$ cat src/rtl/mgmt_pkg.sv
package mgmt_pkg;
  localparam logic [1:0] ST_LEGACY  = 2'b01;
  localparam logic [1:0] ST_EXT     = 2'b00;
  localparam logic [1:0] TA_DRIVEN  = 2'b10;
  localparam logic [1:0] TA_RELEASE = 2'b11;
  localparam logic [1:0] OP_LEG_RD  = 2'b10;
endpackage

$ cat src/rtl/mgmt_clk_gen.sv
module mgmt_clk_gen #(
  parameter int DIV_W = 8
) (
  input  logic             clk,
  input  logic             rst,
  input  logic             load,
  input  logic             run,
  input  logic [DIV_W-1:0] div_in,
  output logic             tick
);
  logic [DIV_W-1:0] cnt;
  logic [DIV_W-1:0] lim;

  always_ff @(posedge clk) begin
    if (rst) begin
      cnt <= '0;
      lim <= '0;
    end else if (load) begin
      cnt <= '0;
      lim <= div_in;
    end else if (run) begin
      if (cnt == lim) cnt <= '0;
      else            cnt <= cnt + 1'b1;
    end
  end

  assign tick = run && (cnt == lim);
endmodule

$ cat src/rtl/mgmt_frame_fmt.sv
module mgmt_frame_fmt
  import mgmt_pkg::*;
#(
  parameter int PRE_LEN = 32,
  parameter int ADDR_W  = 5,
  parameter int DATA_W  = 16,
  localparam int FRAME_W = PRE_LEN + 6 + 2*ADDR_W + DATA_W
) (
  input  logic              ext,
  input  logic [1:0]        op,
  input  logic [ADDR_W-1:0] port,
  input  logic [ADDR_W-1:0] regf,
  input  logic [DATA_W-1:0] data,
  output logic [FRAME_W-1:0] frame,
  output logic               is_read
);
  logic [1:0] st;
  logic [1:0] ta;

  always_comb begin
    if (ext) is_read = op[1];
    else     is_read = (op == OP_LEG_RD);
    st    = ext ? ST_EXT : ST_LEGACY;
    ta    = is_read ? TA_RELEASE : TA_DRIVEN;
    frame = {{PRE_LEN{1'b1}}, st, op, port, regf, ta, data};
  end
endmodule

$ cat src/rtl/mgmt_rx_shift.sv
module mgmt_rx_shift #(
  parameter int DATA_W = 16
) (
  input  logic              clk,
  input  logic              rst,
  input  logic              clr,
  input  logic              en,
  input  logic              bit_in,
  output logic [DATA_W-1:0] word
);
  always_ff @(posedge clk) begin
    if (rst || clr) word <= '0;
    else if (en)    word <= {word[DATA_W-2:0], bit_in};
  end
endmodule

$ cat src/rtl/mgmt_ser_master.sv
module mgmt_ser_master #(
  parameter int PRE_LEN = 32,
  parameter int ADDR_W  = 5,
  parameter int DATA_W  = 16,
  parameter int DIV_W   = 8
) (
  input  logic              clk,
  input  logic              rst,
  input  logic [DIV_W-1:0]  clk_div,
  input  logic              req_valid,
  input  logic              req_ext,
  input  logic [1:0]        req_op,
  input  logic [ADDR_W-1:0] req_port,
  input  logic [ADDR_W-1:0] req_reg,
  input  logic [DATA_W-1:0] req_data,
  output logic              busy,
  output logic              rsp_done,
  output logic [DATA_W-1:0] rsp_data,
  output logic              mdc,
  output logic              mdio_o,
  output logic              mdio_oe,
  input  logic              mdio_i
);
  localparam int FRAME_W  = PRE_LEN + 6 + 2*ADDR_W + DATA_W;
  localparam int IDX_W    = $clog2(FRAME_W);
  localparam int TA_POS   = PRE_LEN + 4 + 2*ADDR_W;
  localparam int DAT_POS  = TA_POS + 2;
  localparam logic [IDX_W-1:0] LAST_IDX = IDX_W'(FRAME_W - 1);
  localparam logic [IDX_W-1:0] REL_IDX  = IDX_W'(TA_POS - 1);
  localparam logic [IDX_W-1:0] DAT_IDX  = IDX_W'(DAT_POS);

  logic [FRAME_W-1:0] frame_new;
  logic               read_new;
  logic [FRAME_W-1:0] shreg;
  logic [IDX_W-1:0]   idx;
  logic               rd_q;
  logic               start;
  logic               tick;
  logic               cap_en;
  logic [DATA_W-1:0]  rx_word;

  assign start  = req_valid && !busy;
  assign cap_en = tick && !mdc && rd_q && (idx >= DAT_IDX);

  mgmt_frame_fmt #(
    .PRE_LEN(PRE_LEN), .ADDR_W(ADDR_W), .DATA_W(DATA_W)
  ) u_fmt (
    .ext(req_ext), .op(req_op), .port(req_port), .regf(req_reg),
    .data(req_data), .frame(frame_new), .is_read(read_new)
  );

  mgmt_clk_gen #(.DIV_W(DIV_W)) u_clk (
    .clk(clk), .rst(rst), .load(start), .run(busy),
    .div_in(clk_div), .tick(tick)
  );

  mgmt_rx_shift #(.DATA_W(DATA_W)) u_rx (
    .clk(clk), .rst(rst), .clr(start), .en(cap_en),
    .bit_in(mdio_i), .word(rx_word)
  );

  always_ff @(posedge clk) begin
    if (rst) begin
      busy     <= 1'b0;
      rsp_done <= 1'b0;
      rsp_data <= '0;
      mdc      <= 1'b0;
      mdio_o   <= 1'b1;
      mdio_oe  <= 1'b0;
      shreg    <= '0;
      idx      <= '0;
      rd_q     <= 1'b0;
    end else begin
      rsp_done <= 1'b0;
      if (!busy) begin
        if (req_valid) begin
          busy    <= 1'b1;
          shreg   <= frame_new;
          idx     <= '0;
          rd_q    <= read_new;
          mdc     <= 1'b0;
          mdio_o  <= frame_new[FRAME_W-1];
          mdio_oe <= 1'b1;
        end
      end else if (tick) begin
        if (!mdc) begin
          mdc <= 1'b1;
        end else begin
          mdc <= 1'b0;
          if (idx == LAST_IDX) begin
            busy     <= 1'b0;
            rsp_done <= 1'b1;
            mdio_oe  <= 1'b0;
            mdio_o   <= 1'b1;
            if (rd_q) rsp_data <= rx_word;
          end else begin
            idx     <= idx + 1'b1;
            shreg   <= {shreg[FRAME_W-2:0], 1'b0};
            mdio_o  <= shreg[FRAME_W-2];
            mdio_oe <= !(rd_q && (idx >= REL_IDX));
          end
        end
      end
    end
  end
endmodule

$ cat config.mk
export PLATFORM = sky130hd
export DESIGN_NAME = mgmt_ser_master
export DESIGN_NICKNAME = d
export VERILOG_FILES = /design/src/rtl/mgmt_pkg.sv /design/src/rtl/mgmt_clk_gen.sv /design/src/rtl/mgmt_frame_fmt.sv /design/src/rtl/mgmt_rx_shift.sv /design/src/rtl/mgmt_ser_master.sv
export SDC_FILE = /design/constraint.sdc
export NUM_CORES = 1
export LEC_CHECK = 0
export BUFFER_PORTS_ARGS = -buffer_cell sky130_fd_sc_hd__clkbuf_2
export CAP_MARGIN = 40
export CORE_MARGIN = 2
export CORE_UTILIZATION = 55
export CTS_BUF_LIST = sky130_fd_sc_hd__clkbuf_8
export DETAILED_ROUTE_END_ITERATION = 8
export PLACE_DENSITY_LB_ADDON = 0.05
export SYNTH_ARGS = -nofsm -noshare
export SYNTH_HDL_FRONTEND = slang
export SYNTH_SLANG_ARGS = --single-unit
$ cat constraint.sdc
create_clock -name clk -period 3.3 [get_ports clk]
set_clock_uncertainty 0.05 [all_clocks]
set_input_delay 0.165 -clock clk [delete_from_list [all_inputs] [get_ports clk]]
set_output_delay 0.165 -clock clk [all_outputs]
set_load 0.01 [all_outputs]
---- After elaboration in Yosys (flattened, before gate mapping) ----
Cells that the tools add are included.
Widths: inputs -> output; s select.
word-level totals
  flip-flop bits (word level) ............. 123
  output and inout port bits .............. 21
cells by class
  add/subtract/negate cells ............... 2
  order comparisons ....................... 2
  eq/ne operators ......................... 6
  multiplexer cells ....................... 33
  bitwise operators ....................... 3
  reductions and logical operators ........ 18
operators by type and width
  kind                 count
  $mux 63              5
  $mux 6               5
  $mux 1               22
  $ge 6x6->1 const B   2
  $add 8x1->8 const B  1
  $eq 8x8->1           1
  $mux 8               1
  $add 6x1->6 const B  1
  $eq 6x6->1 const B   1
  $logic_and 1x1->1    6
  $reduce_and 5->1     1
  $ne 2x1->1 const B   2
  $reduce_and 2->1     2
  $reduce_and 4->1     1
  $reduce_or 4->1      1
  $logic_not 1->1      3
  $not 1->1            3
  $reduce_and 3->1     1
  $eq 2x2->1 const B   1
  $ne 2x2->1 const B   1
  $reduce_bool 2->1    1
  $reduce_or 2->1      1
  $logic_or 1x1->1     1

---- Depth between registers and ports, before layout ----
Gate-level depths: netlist of run 1.
  word-level depth ........................ 7
  mapped depth ............................ 8

---- By module ----
From an unflattened synthesis of run 1, not the netlist that was laid out.
second synthesis, totals
  cell total of the unflattened synthesis .. 620
  area, all modules ....................... 5,733.0 µm²
by module, submodules not included
  module           times used  cells an instance  area each (µm²)  seq. area each (µm²)
  mgmt_ser_master  1           425                3,901.2          1,821.7
  mgmt_clk_gen     1           75                 754.5            320.3
  mgmt_rx_shift    1           53                 581.8            320.3
  mgmt_frame_fmt   1           67                 495.5            0.0

---- Worst setup path after synthesis of run 1 ----
No wires, ideal clock.
  path type ............................... reg-to-reg
  from .................................... register u_clk.cnt[1]
  to ...................................... register idx[2]
  library setup time ...................... 135 ps
  arrival time ............................ 1,728 ps
  data required time ...................... 3,115 ps
  path slack .............................. 1,387 ps
  stages on the path, launching flop included .. 8
  buffers on the path ..................... 2
  clock period less this slack ............ 1,913 ps
  cells stage by stage .................... dfxtp_1 xnor2_1 nand4_2 or4_1 buf_2 buf_2 nand4b_1 o311ai_1
on the way
  word-level cells in the longest chain between the ends .. 4
ends and longest elaborated chain
  item                               RTL line               source
  start: declaration                 mgmt_clk_gen.sv:11     logic [DIV_W-1:0] cnt;
  start signal: assignment           mgmt_clk_gen.sv:23     else cnt <= cnt + 1'b1;
  $eq 8x8->1                         mgmt_clk_gen.sv:27     assign tick = run && (cnt == lim);
  $logic_and 1x1->1                  mgmt_clk_gen.sv:27
  $ne 2x1->1 (no source line)        --
  $reduce_and 4->1 (no source line)  --
  end signal: assignment             mgmt_ser_master.sv:97  idx <= idx + 1'b1;
  end: declaration                   mgmt_ser_master.sv:35  logic [IDX_W-1:0] idx;
Every way passes these cells.
A chain may end at the register's enable or synchronous reset.

---- Worst setup path after layout of run 1 ----
  from .................................... register idx[0]
  to ...................................... register idx[0]
on the way
  word-level cells in the longest chain between the ends .. 5
ends and longest elaborated chain
  item         RTL line               source
  $add 6x1->6  mgmt_ser_master.sv:97
  $mux 6       mgmt_ser_master.sv:90  if (idx == LAST_IDX) begin
  $mux 6       mgmt_ser_master.sv:86  if (!mdc) begin
  $mux 6       mgmt_ser_master.sv:85  end else if (tick) begin
  $mux 6       mgmt_ser_master.sv:75  if (!busy) begin
Several ways; a longest one is shown, not always the timed one. The select of a mux whose other input is x is not followed.

==> metrics, run 1 <==
Area growth syn-to-layout=17.22%; Power Density=530.5 nW/µm²; Setup Fix Bufs, Post-CTS=0; #FFs+latches synth=123; Net Count, Synth=618; I/O pin cnt=62; clock share of power=39.6%; total gr overflow=0; n_diodes=0; I/O Buffers=61; CP Max Fanout=35; Die ar.=10170 µm²; area of the multi-input gates=2460 µm²; chip height=100.8 µm; sw frac=25.85%; setup TNS=0 ps; hold_buf cts=20; area leader, netlist=dfxtp_1; Top FF cell, synth=dfxtp_1; Internal=2.378 mW; post-DP HPWL=6.543 mm; Sequential Area=2464 µm²; critical path endpoint category=register; CTS buffer count=17; drt initial violations=204; share of total power in combinational logic=10.0%; Vias/cell=5.485; Synth cell types=41; vias post-DR=4174; most numerous cell in the Yosys netlist=dfxtp_1; initial core utilization=56.35%; Slew HR=42.74%; outcome=completed; Core Region=9153 µm²; clk slew on worst S/H paths=70 ps; Hold Crit Class=input pin to register; Synth Area in Simple Gates=24.58%; compound-gate portion of the synthesized area=7.448%; aggregate global-route resource usage=21.86%; kind of critical path=register to register; vias in the first global route=3933; min Tclk post-route=2415 ps; antenna viol nets, final=0; synthesized instance count=573; Hold Vio Cnt, Final=0; share of layout cells above drive strength 1=16.77%; Mapped Area=5157 µm²; Pwr Total=3.207 mW; CTS resizes=0; area share of the largest cell type after synthesis=47.74%; worst slew pin tran=859.0 ps; Max Fclk=0.4140 GHz; synth cell count leaders=dfxtp_1 (123), nor3_1 (96), nor2_1 (79); FILL cells=765; period utilization=73.20%; sequential cell area fraction in the yosys report=47.74%; Async SR Flop Fraction=0%; Pre-antenna DRT Iters=4; Root Buffer=clkbuf_8; Routed WL=10.46 mm; Ys Warns=0; max-slew violation count=0; largest family of logic cells by synthesized area=simple AND/OR/NAND/NOR gates; CTS tree=built; die width=100.8 µm; Flop pwr share=50.4%; clk buf depth=2; mux share of post-synthesis cell area=11.84%; H-tree depth=4; endpoints failing setup=0; first-pass GRT wire length=17.99 mm; initial antenna violation count=0; Remaining DRCs=0; FP Rows=35; largest net degree at the start of global routing=76; Avg Inst Size Synth=9.001 µm²; RSZ-0062 raised after global routing=no; MaxCap Viol Count=0; worst skew pair latency=420 ps; Setup crit start kind=register; Num Clock Sinks=123; synth top area cells=dfxtp_1 (48%), mux2i_1 (12%), nor3_1 (9.3%); GP Congestion=0.8378; Psw=0.8291 mW; Crit path required time=3550 ps; Max VDD drop=0.0003266 V; Leakage Power=2.442 nW; Worst Path Arrival=2660 ps; Synth Area in XOR/XNOR=2.547%; per-cell routed wire length=13.74 µm; Layout Nets=683; post-synthesis adder-cell area fraction=0.9704%; EDFF count, synth=0
-- sequential cells by signal (all words and copies together), names as in the netlist --
signal,flops
mdc,1
shreg,63
u_clk.cnt,8
u_rx.word,16
u_clk.lim,8
busy,1
rsp_data,16
mdio_o,1
rd_q,1
mdio_oe,1
rsp_done,1
idx,6
-- per-layer routing --
| layer | share of wire [%] | vias up | wire length [µm] | GRT usage, % |
|---|---|---|---|---|
| li1 | - | 2153 | - | - |
| met1 | 48 | 1935 | 5000 | 28.67 |
| met2 | 47 | 76 | 4930 | 35.08 |
| met3 | 3.9 | 10 | 410 | 6.311 |
| met4 | 1.1 | 0 | 116 | 6.428 |
| met5 | 0 | - | 0 | 0 |
-- per-stage QoR --
stage                     hold WS, ps  instance area (µm²)  util (%)  setup WS (ps)  std cells
after global routing            12.29                 6046     66.06          714.9        761
after floorplan                 251.0                 5157         -           1387        573
after global placement          339.6                 5464     59.70          974.0        710
after CTS                      0.9144                 6046     66.06          897.0        761
final                           17.16                 6046     66.06          884.6        761
after detailed placement        347.4                 5464     59.70          926.9        710
-- worst paths after layout --
kind	endpoint	slack, ps	startpoint	cells past startpoint
hold / removal	shreg[9]$_SDFFE_PP0P_	20	req_data[9]	3
hold reg to reg	u_clk.lim[0]$_SDFFE_PP0P_	430	u_clk.lim[0]$_SDFFE_PP0P_	2
setup / recovery	idx[0]$_SDFFE_PP0P_	880	idx[0]$_SDFFE_PP0P_	7
setup reg to reg	idx[0]$_SDFFE_PP0P_	880	idx[0]$_SDFFE_PP0P_	7
-- power by group through the flow --
stage               clock, mW  sequential [mW]  combinational (mW)
floorplan                   0             1.63               0.235
global placement            0             1.65               0.297
detailed placement          0             1.65               0.305
CTS                      1.30             1.62               0.325
global route             1.37             1.63               0.362
finish                   1.27             1.62               0.322
-- cell usage in the layout, fill, tap and decap left out, types with 2 or more instances in the layout --
master / Yosys / layout
dfxtp_1: 123 / 122
and3_1: 3 / 3
a211oi_1: 29 / 29
clkbuf_8: 0 / 17
xor2_1: 4 / 4
nand2_1: 35 / 35
a31oi_1: 2 / 2
or4b_1: 2 / 2
inv_1: 5 / 6
o311ai_1: 2 / 2
mux2i_1: 61 / 61
nand2b_1: 4 / 4
nand3_1: 15 / 15
nand4b_1: 2 / 2
clkbuf_2: 0 / 60
or4_1: 2 / 2
or3_1: 3 / 3
clkinv_4: 0 / 5
nor4_4: 1 / 2
xnor2_1: 11 / 11
bufinv_16: 0 / 2
and2_1: 2 / 2
nand4_1: 6 / 6
o21ai_0: 3 / 3
nor2_1: 79 / 78
nor4_1: 5 / 5
clkinv_2: 0 / 3
dlygate4sd3_1: 0 / 20
inv_6: 0 / 2
nor3_1: 96 / 96
ha_1: 4 / 4
buf_4: 3 / 11
a21oi_1: 18 / 18
-- cell type report --
cell class | count | share of cell area (%)
flip-flops and latches | 123 | 40.75
multi-input cells | 400 | 40.69
repair buffers | 91 | 9.644
clock buffers | 17 | 3.870
clock inverters | 14 | 2.442
well taps | 111 | 2.297
inverters | 5 | 0.3104
-- logic make-up after synthesis --
logic type      after synthesis
xor+xnor                     15
mux                          61
simple gates                262
buf+inv                      50
fa+ha+maj                     4
compound gates               58
flops                       123
-- worst max-delay path, cell delays in order, from the launching register on --
cell     delay (ps)
dfxtp_1         430
ha_1            290
nand3_1         100
nor2_1          260
or4_1           370
buf_4           400
nor4_1           70
or3_1           320
Note: power is estimated with default switching activity, not from simulation.
==> run 2, diff against run 1 <==
==> constraint.sdc (replaced) <==
create_clock -name clk -period 2.3 [get_ports clk]
set_clock_uncertainty 0.05 [all_clocks]
set_input_delay 0.115 -clock clk [delete_from_list [all_inputs] [get_ports clk]]
set_output_delay 0.115 -clock clk [all_outputs]
set_load 0.01 [all_outputs]
==> run 2 against run 1 <==
- critical path depth did not move
- via count is 4.3% higher
- global-route usage increased by 0.88 points
- die area is the same
- combinational power increased by 62%
- wire length grew 6.5%
- setup slack lost 680 ps
- count of clock-buffer cells in the layout up 1
- power is 47% higher
- first-iteration DRC count down 20%
- register-to-register slack worse by 680 ps
- utilization rose by 4.0 points
==> metrics, run 2 (synthesis results as in run 1) <==
outcome=completed; CP Cell Sequence=xnor2_1 -> nand4_2 -> buf_4 -> nor4_4 -> buf_12 -> nor4_1 -> or3_1; antenna viol nets, final=0; most common cell after layout, fill and taps aside=dfxtp_1; Routed WL=11.13 mm; Leakage Power=2.607 nW; Crit path required time=2550 ps; Largest Register=shreg; worst slew pin tran=772.1 ps; Pre-antenna DRT Iters=5; Core Region=9153 µm²; Hold Vio Cnt, Final=0; placed cell count=720; Area growth syn-to-layout=24.31%; Slew HR=48.53%; chip height=100.8 µm; Power Density=733.6 nW/µm²; initial antenna violation count=0; Hold Crit Class=input pin to register; clk slew on worst S/H paths=70 ps; CTS buffer count=17; largest net degree at the start of global routing=82; vias post-DR=4354; first-pass GRT wire length=18.73 mm; min Tclk post-route=2091 ps; Max VDD drop=0.0004066 V; FILL cells=745; MaxCap Viol Count=0; Die ar.=10170 µm²; per-cell routed wire length=14.04 µm; GP Congestion=0.8925; period utilization=90.91%; worst skew pair latency=420 ps; largest registers=shreg x63, rsp_data x16, u_rx.word x16; share of layout cells above drive strength 1=18.04%; setup TNS=0 ps; fin util=70.05%; max-slew violation count=0; H-tree depth=4; total gr overflow=0; CP Max Fanout=21; most frequent cells in the layout=dfxtp_1 (122), nor3_1 (96), nor2_1 (78); Sequential Area=2464 µm²; post-DP HPWL=6.598 mm; Remaining DRCs=0; Worst path slowest cell=dfxtp_1; aggregate global-route resource usage=22.74%; kind of critical path=register to register; initial core utilization=56.35%; drt initial violations=163; Num Clock Sinks=123; max reg flops=63; RSZ-0062 raised after global routing=no; area of the multi-input gates=2464 µm²; critical path endpoint category=register; Max Fclk=0.4783 GHz; die width=100.8 µm; Layout Nets=714; CTS tree=built; Worst Path Arrival=2340 ps; setup slack after layout=209.1 ps; vias in the first global route=4150; FP Rows=35; critical path's largest stage delay=410 ps; I/O pin cnt=62; clk buf depth=2; Root Buffer=clkbuf_8; Final Non-Filler Cells=793; n_diodes=0; Setup crit start kind=register; I/O Buffers=61; dpl ws=80.50 ps; Vias/cell=5.491; endpoints failing setup=0
==> run 2: cell count changes in the layout (fill, tap and decap cells not counted) <==
cell,previous run,this run
clkinv_4,5,6
dlygate4sd3_1,20,39
inv_6,2,1
or4_1,2,1
clkbuf_8,17,18
buf_4,11,18
or4_4,0,1
buf_12,0,4
clkbuf_16,0,1
==> run 2: metal layers <==
layer  track usage [%]  wire length [µm]  share of wire, %
met1             28.90              5246                47
met3             5.825               434               3.9
met4             8.325               116               1.0
met2             37.33              5336                48
met5                 0                 0                 0
==> run 2: timing repair <==
item / 4_1_cts / 5_1_grt
setup endpoints to repair: 0 / 53
resized for setup: 0 / 1
setup buffers: 0 / 1
hold endpoints to repair: 38 / 0
hold buffers: 39 / 0
==> run 2: power breakdown <==
group	leakage, nW	switching, mW	internal [mW]	total [mW]
clock network	0.204	0.873	0.994	1.87
registers	1.01	0.0687	2.25	2.31
logic	1.39	0.273	0.248	0.521
total	2.61	1.22	3.49	4.70
==> run 2: final cells by class <==
cell class,count,area share (%)
Clock buffer,18,3.864
Multi-Input combinational cell,400,38.43
Timing Repair Buffer,122,14.52
Sequential cell,123,38.43
Inverter,5,0.2927
Tap cell,111,2.166
Clock inverter,14,2.303
==> run 2: worst paths after layout <==
path,slack [ps],cells past startpoint,startpoint,to
hold / removal,30,2,rst,u_clk.lim[2]$_SDFFE_PP0P_
setup reg to reg,210,7,u_clk.cnt[1]$_SDFFE_PP0P_,idx[0]$_SDFFE_PP0P_
setup / recovery,210,7,u_clk.cnt[1]$_SDFFE_PP0P_,idx[0]$_SDFFE_PP0P_
hold reg to reg,420,2,u_clk.lim[2]$_SDFFE_PP0P_,u_clk.lim[2]$_SDFFE_PP0P_
==> run 2: stage by stage <==
stage          power [mW]  area, µm²  hold slack (ps)
3_3_place_gp        2.811       5589            288.4
6_report            4.703       6411            33.80
5_1_grt             4.910       6411            28.43
4_1_cts             4.737       6375            12.07
2_1_floorplan       2.683       5157            201.0
3_5_place_dp        2.828       5589            296.2
==> run 2: critical path, delay by kind of cell (launching register included) <==
kind / cells / cell delay [ps]
xor gates and xnor gates: 1 / 160
buffers and inverters: 2 / 410
and+or+nand+nor: 4 / 930
DFF: 1 / 410
==> run 3, diff against run 2 <==
--- a/config.mk
+++ b/config.mk
@@ -11,7 +11,7 @@
 export CORE_UTILIZATION = 55
 export CTS_BUF_LIST = sky130_fd_sc_hd__clkbuf_8
 export DETAILED_ROUTE_END_ITERATION = 8
-export PLACE_DENSITY_LB_ADDON = 0.05
+export PLACE_DENSITY = 0.81
 export SYNTH_ARGS = -nofsm -noshare
 export SYNTH_HDL_FRONTEND = slang
 export SYNTH_SLANG_ARGS = --single-unit
==> run 3 against run 2 <==
- critical path depth down 1
- wire length up 4.5%
- clock power about the same
- first-iteration DRC count up 36%
- utilization down 0.48 points
- worst hold slack worse by 28 ps
- setup slack worse by 110 ps
- cell count down 0.25%
- sequential cell count unchanged
- global-route usage up 1.6 points
==> metrics, run 3 (synthesis results as in run 1) <==
CP Max Fanout=49; initial antenna violation count=0; fin util=69.57%; Max Fclk=0.4544 GHz; Pre-antenna DRT Iters=5; n_diodes=0; I/O pin cnt=62; Die ar.=10170 µm²; outcome=completed; Area growth syn-to-layout=23.46%; Crit path max-delay family=buffers and inverters; critical path's largest stage delay=570 ps; GP Congestion=0.9430; worst slew pin tran=521.1 ps; CTS tree=built; post-DP HPWL=7.072 mm; share of layout cells above drive strength 1=18.09%; largest registers=shreg x63, rsp_data x16, u_rx.word x16; setup TNS=0 ps; Layout Nets=712; worst hold slack=6.284 ps; clk buf depth=2; Largest Register=shreg; MaxCap Viol Count=0; Pwr Total=4.733 mW; I/O Buffers=61; Hold Vio Cnt, Final=0; clk slew on worst S/H paths=70 ps; Hold Crit Class=input pin to register; dpl ws=59.25 ps; total gr overflow=0; most frequent cells in the layout=dfxtp_1 (122), nor3_1 (96), nor2_1 (78); endpoints failing setup=0; worst skew pair latency=430 ps; Routed WL=11.63 mm; per-cell routed wire length=14.70 µm; die width=100.8 µm; Num Clock Sinks=123; first-pass GRT wire length=19.89 mm; H-tree depth=4; CP Cell Sequence=buf_4 -> nor2_4 -> buf_6 -> nand3_1 -> a21oi_1 -> dlygate4sd3_1; chip height=100.8 µm; Vias/cell=5.628; most common cell after layout, fill and taps aside=dfxtp_1; kind of critical path=register to register; period utilization=95.69%; Setup crit start kind=register; initial core utilization=56.35%; Worst Path Buf+Inv=3; Max VDD drop=0.0006543 V; vias post-DR=4452; min Tclk post-route=2201 ps; largest net degree at the start of global routing=53; Worst Path Arrival=2530 ps; critical path endpoint category=register; Power Density=743.3 nW/µm²; Leakage Power=2.589 nW; CTS buffer count=17; max reg flops=63; Core Region=9153 µm²; vias in the first global route=4369; setup slack after layout=99.15 ps; Root Buffer=clkbuf_8; RSZ-0062 raised after global routing=yes; Slew HR=65.26%; max-slew violation count=0; drt initial violations=221; antenna viol nets, final=0; Worst path slowest cell=dlygate4sd3_1; FP Rows=35; aggregate global-route resource usage=24.32%; Crit path required time=2620 ps; Remaining DRCs=0; Worst R2R Setup Slack=100 ps
-- run 3: changes by cell type in the layout (fill, tap and decap cells not counted), sizes merged --
cell,previous run,this run
dlygate4sd3,39,37
clkbuf,79,78
clkinvlp,1,2
clkinv,9,6
buf,22,23
inv,7,9
-- run 3: through the flow --
stage          std cells  instance area [µm²]
3_3_place_gp         722                 5592
2_1_floorplan        573                 5157
6_report             791                 6367
4_1_cts              791                 6356
3_5_place_dp         722                 5592
5_1_grt              791                 6367
-- run 3: worst paths after layout --
kind / start / endpoint / depth (start not counted)
setup / recovery: busy$_SDFF_PP0_ / rd_q$_SDFFE_PP0P_ / 6
hold / removal: req_port[3] / shreg[26]$_SDFFE_PP0P_ / 3
setup reg to reg: busy$_SDFF_PP0_ / rd_q$_SDFFE_PP0P_ / 6
hold reg to reg: u_clk.lim[3]$_SDFFE_PP0P_ / u_clk.lim[3]$_SDFFE_PP0P_ / 2
-- run 3: cell type report --
| type | count | area, µm² |
|---|---|---|
| Fill cell | 666 | 2785 |
| Clock buffer | 18 | 247.7 |
| Multi-Input combinational cell | 400 | 2464 |
| Timing Repair Buffer | 120 | 888.4 |
| Sequential cell | 123 | 2464 |
| Inverter | 5 | 18.77 |
| Tap cell | 111 | 138.9 |
| Clock inverter | 14 | 146.4 |
-- run 3: per-layer routing --
layer	part of all wire [%]	vias up	track usage, %
met5	0	-	0
li1	-	2227	-
met2	50	95	41.49
met4	2.0	0	9.800
met3	3.6	28	6.103
met1	44	2102	29.27
-- run 3: power breakdown --
group          leakage [nW]  internal (mW)  switching (mW)
combinational          1.38          0.242           0.280
sequential             1.01           2.25          0.0754
clock                 0.201          0.995           0.894
-- run 3: repair_timing --
item / in CTS / in global routing
endpoints found under the hold margin: 36 / 0
setup endpoints to repair: 0 / 36
resized for setup: 0 / 3
setup buffers: 0 / 0
hold buffers: 37 / 0
-- run 3: worst reg2reg max path, cell delays in order, from the launching register on --
cell	delay [ps]
dfxtp_2	410
buf_4	290
nor2_4	180
buf_6	350
nand3_1	140
a21oi_1	160
dlygate4sd3_1	570
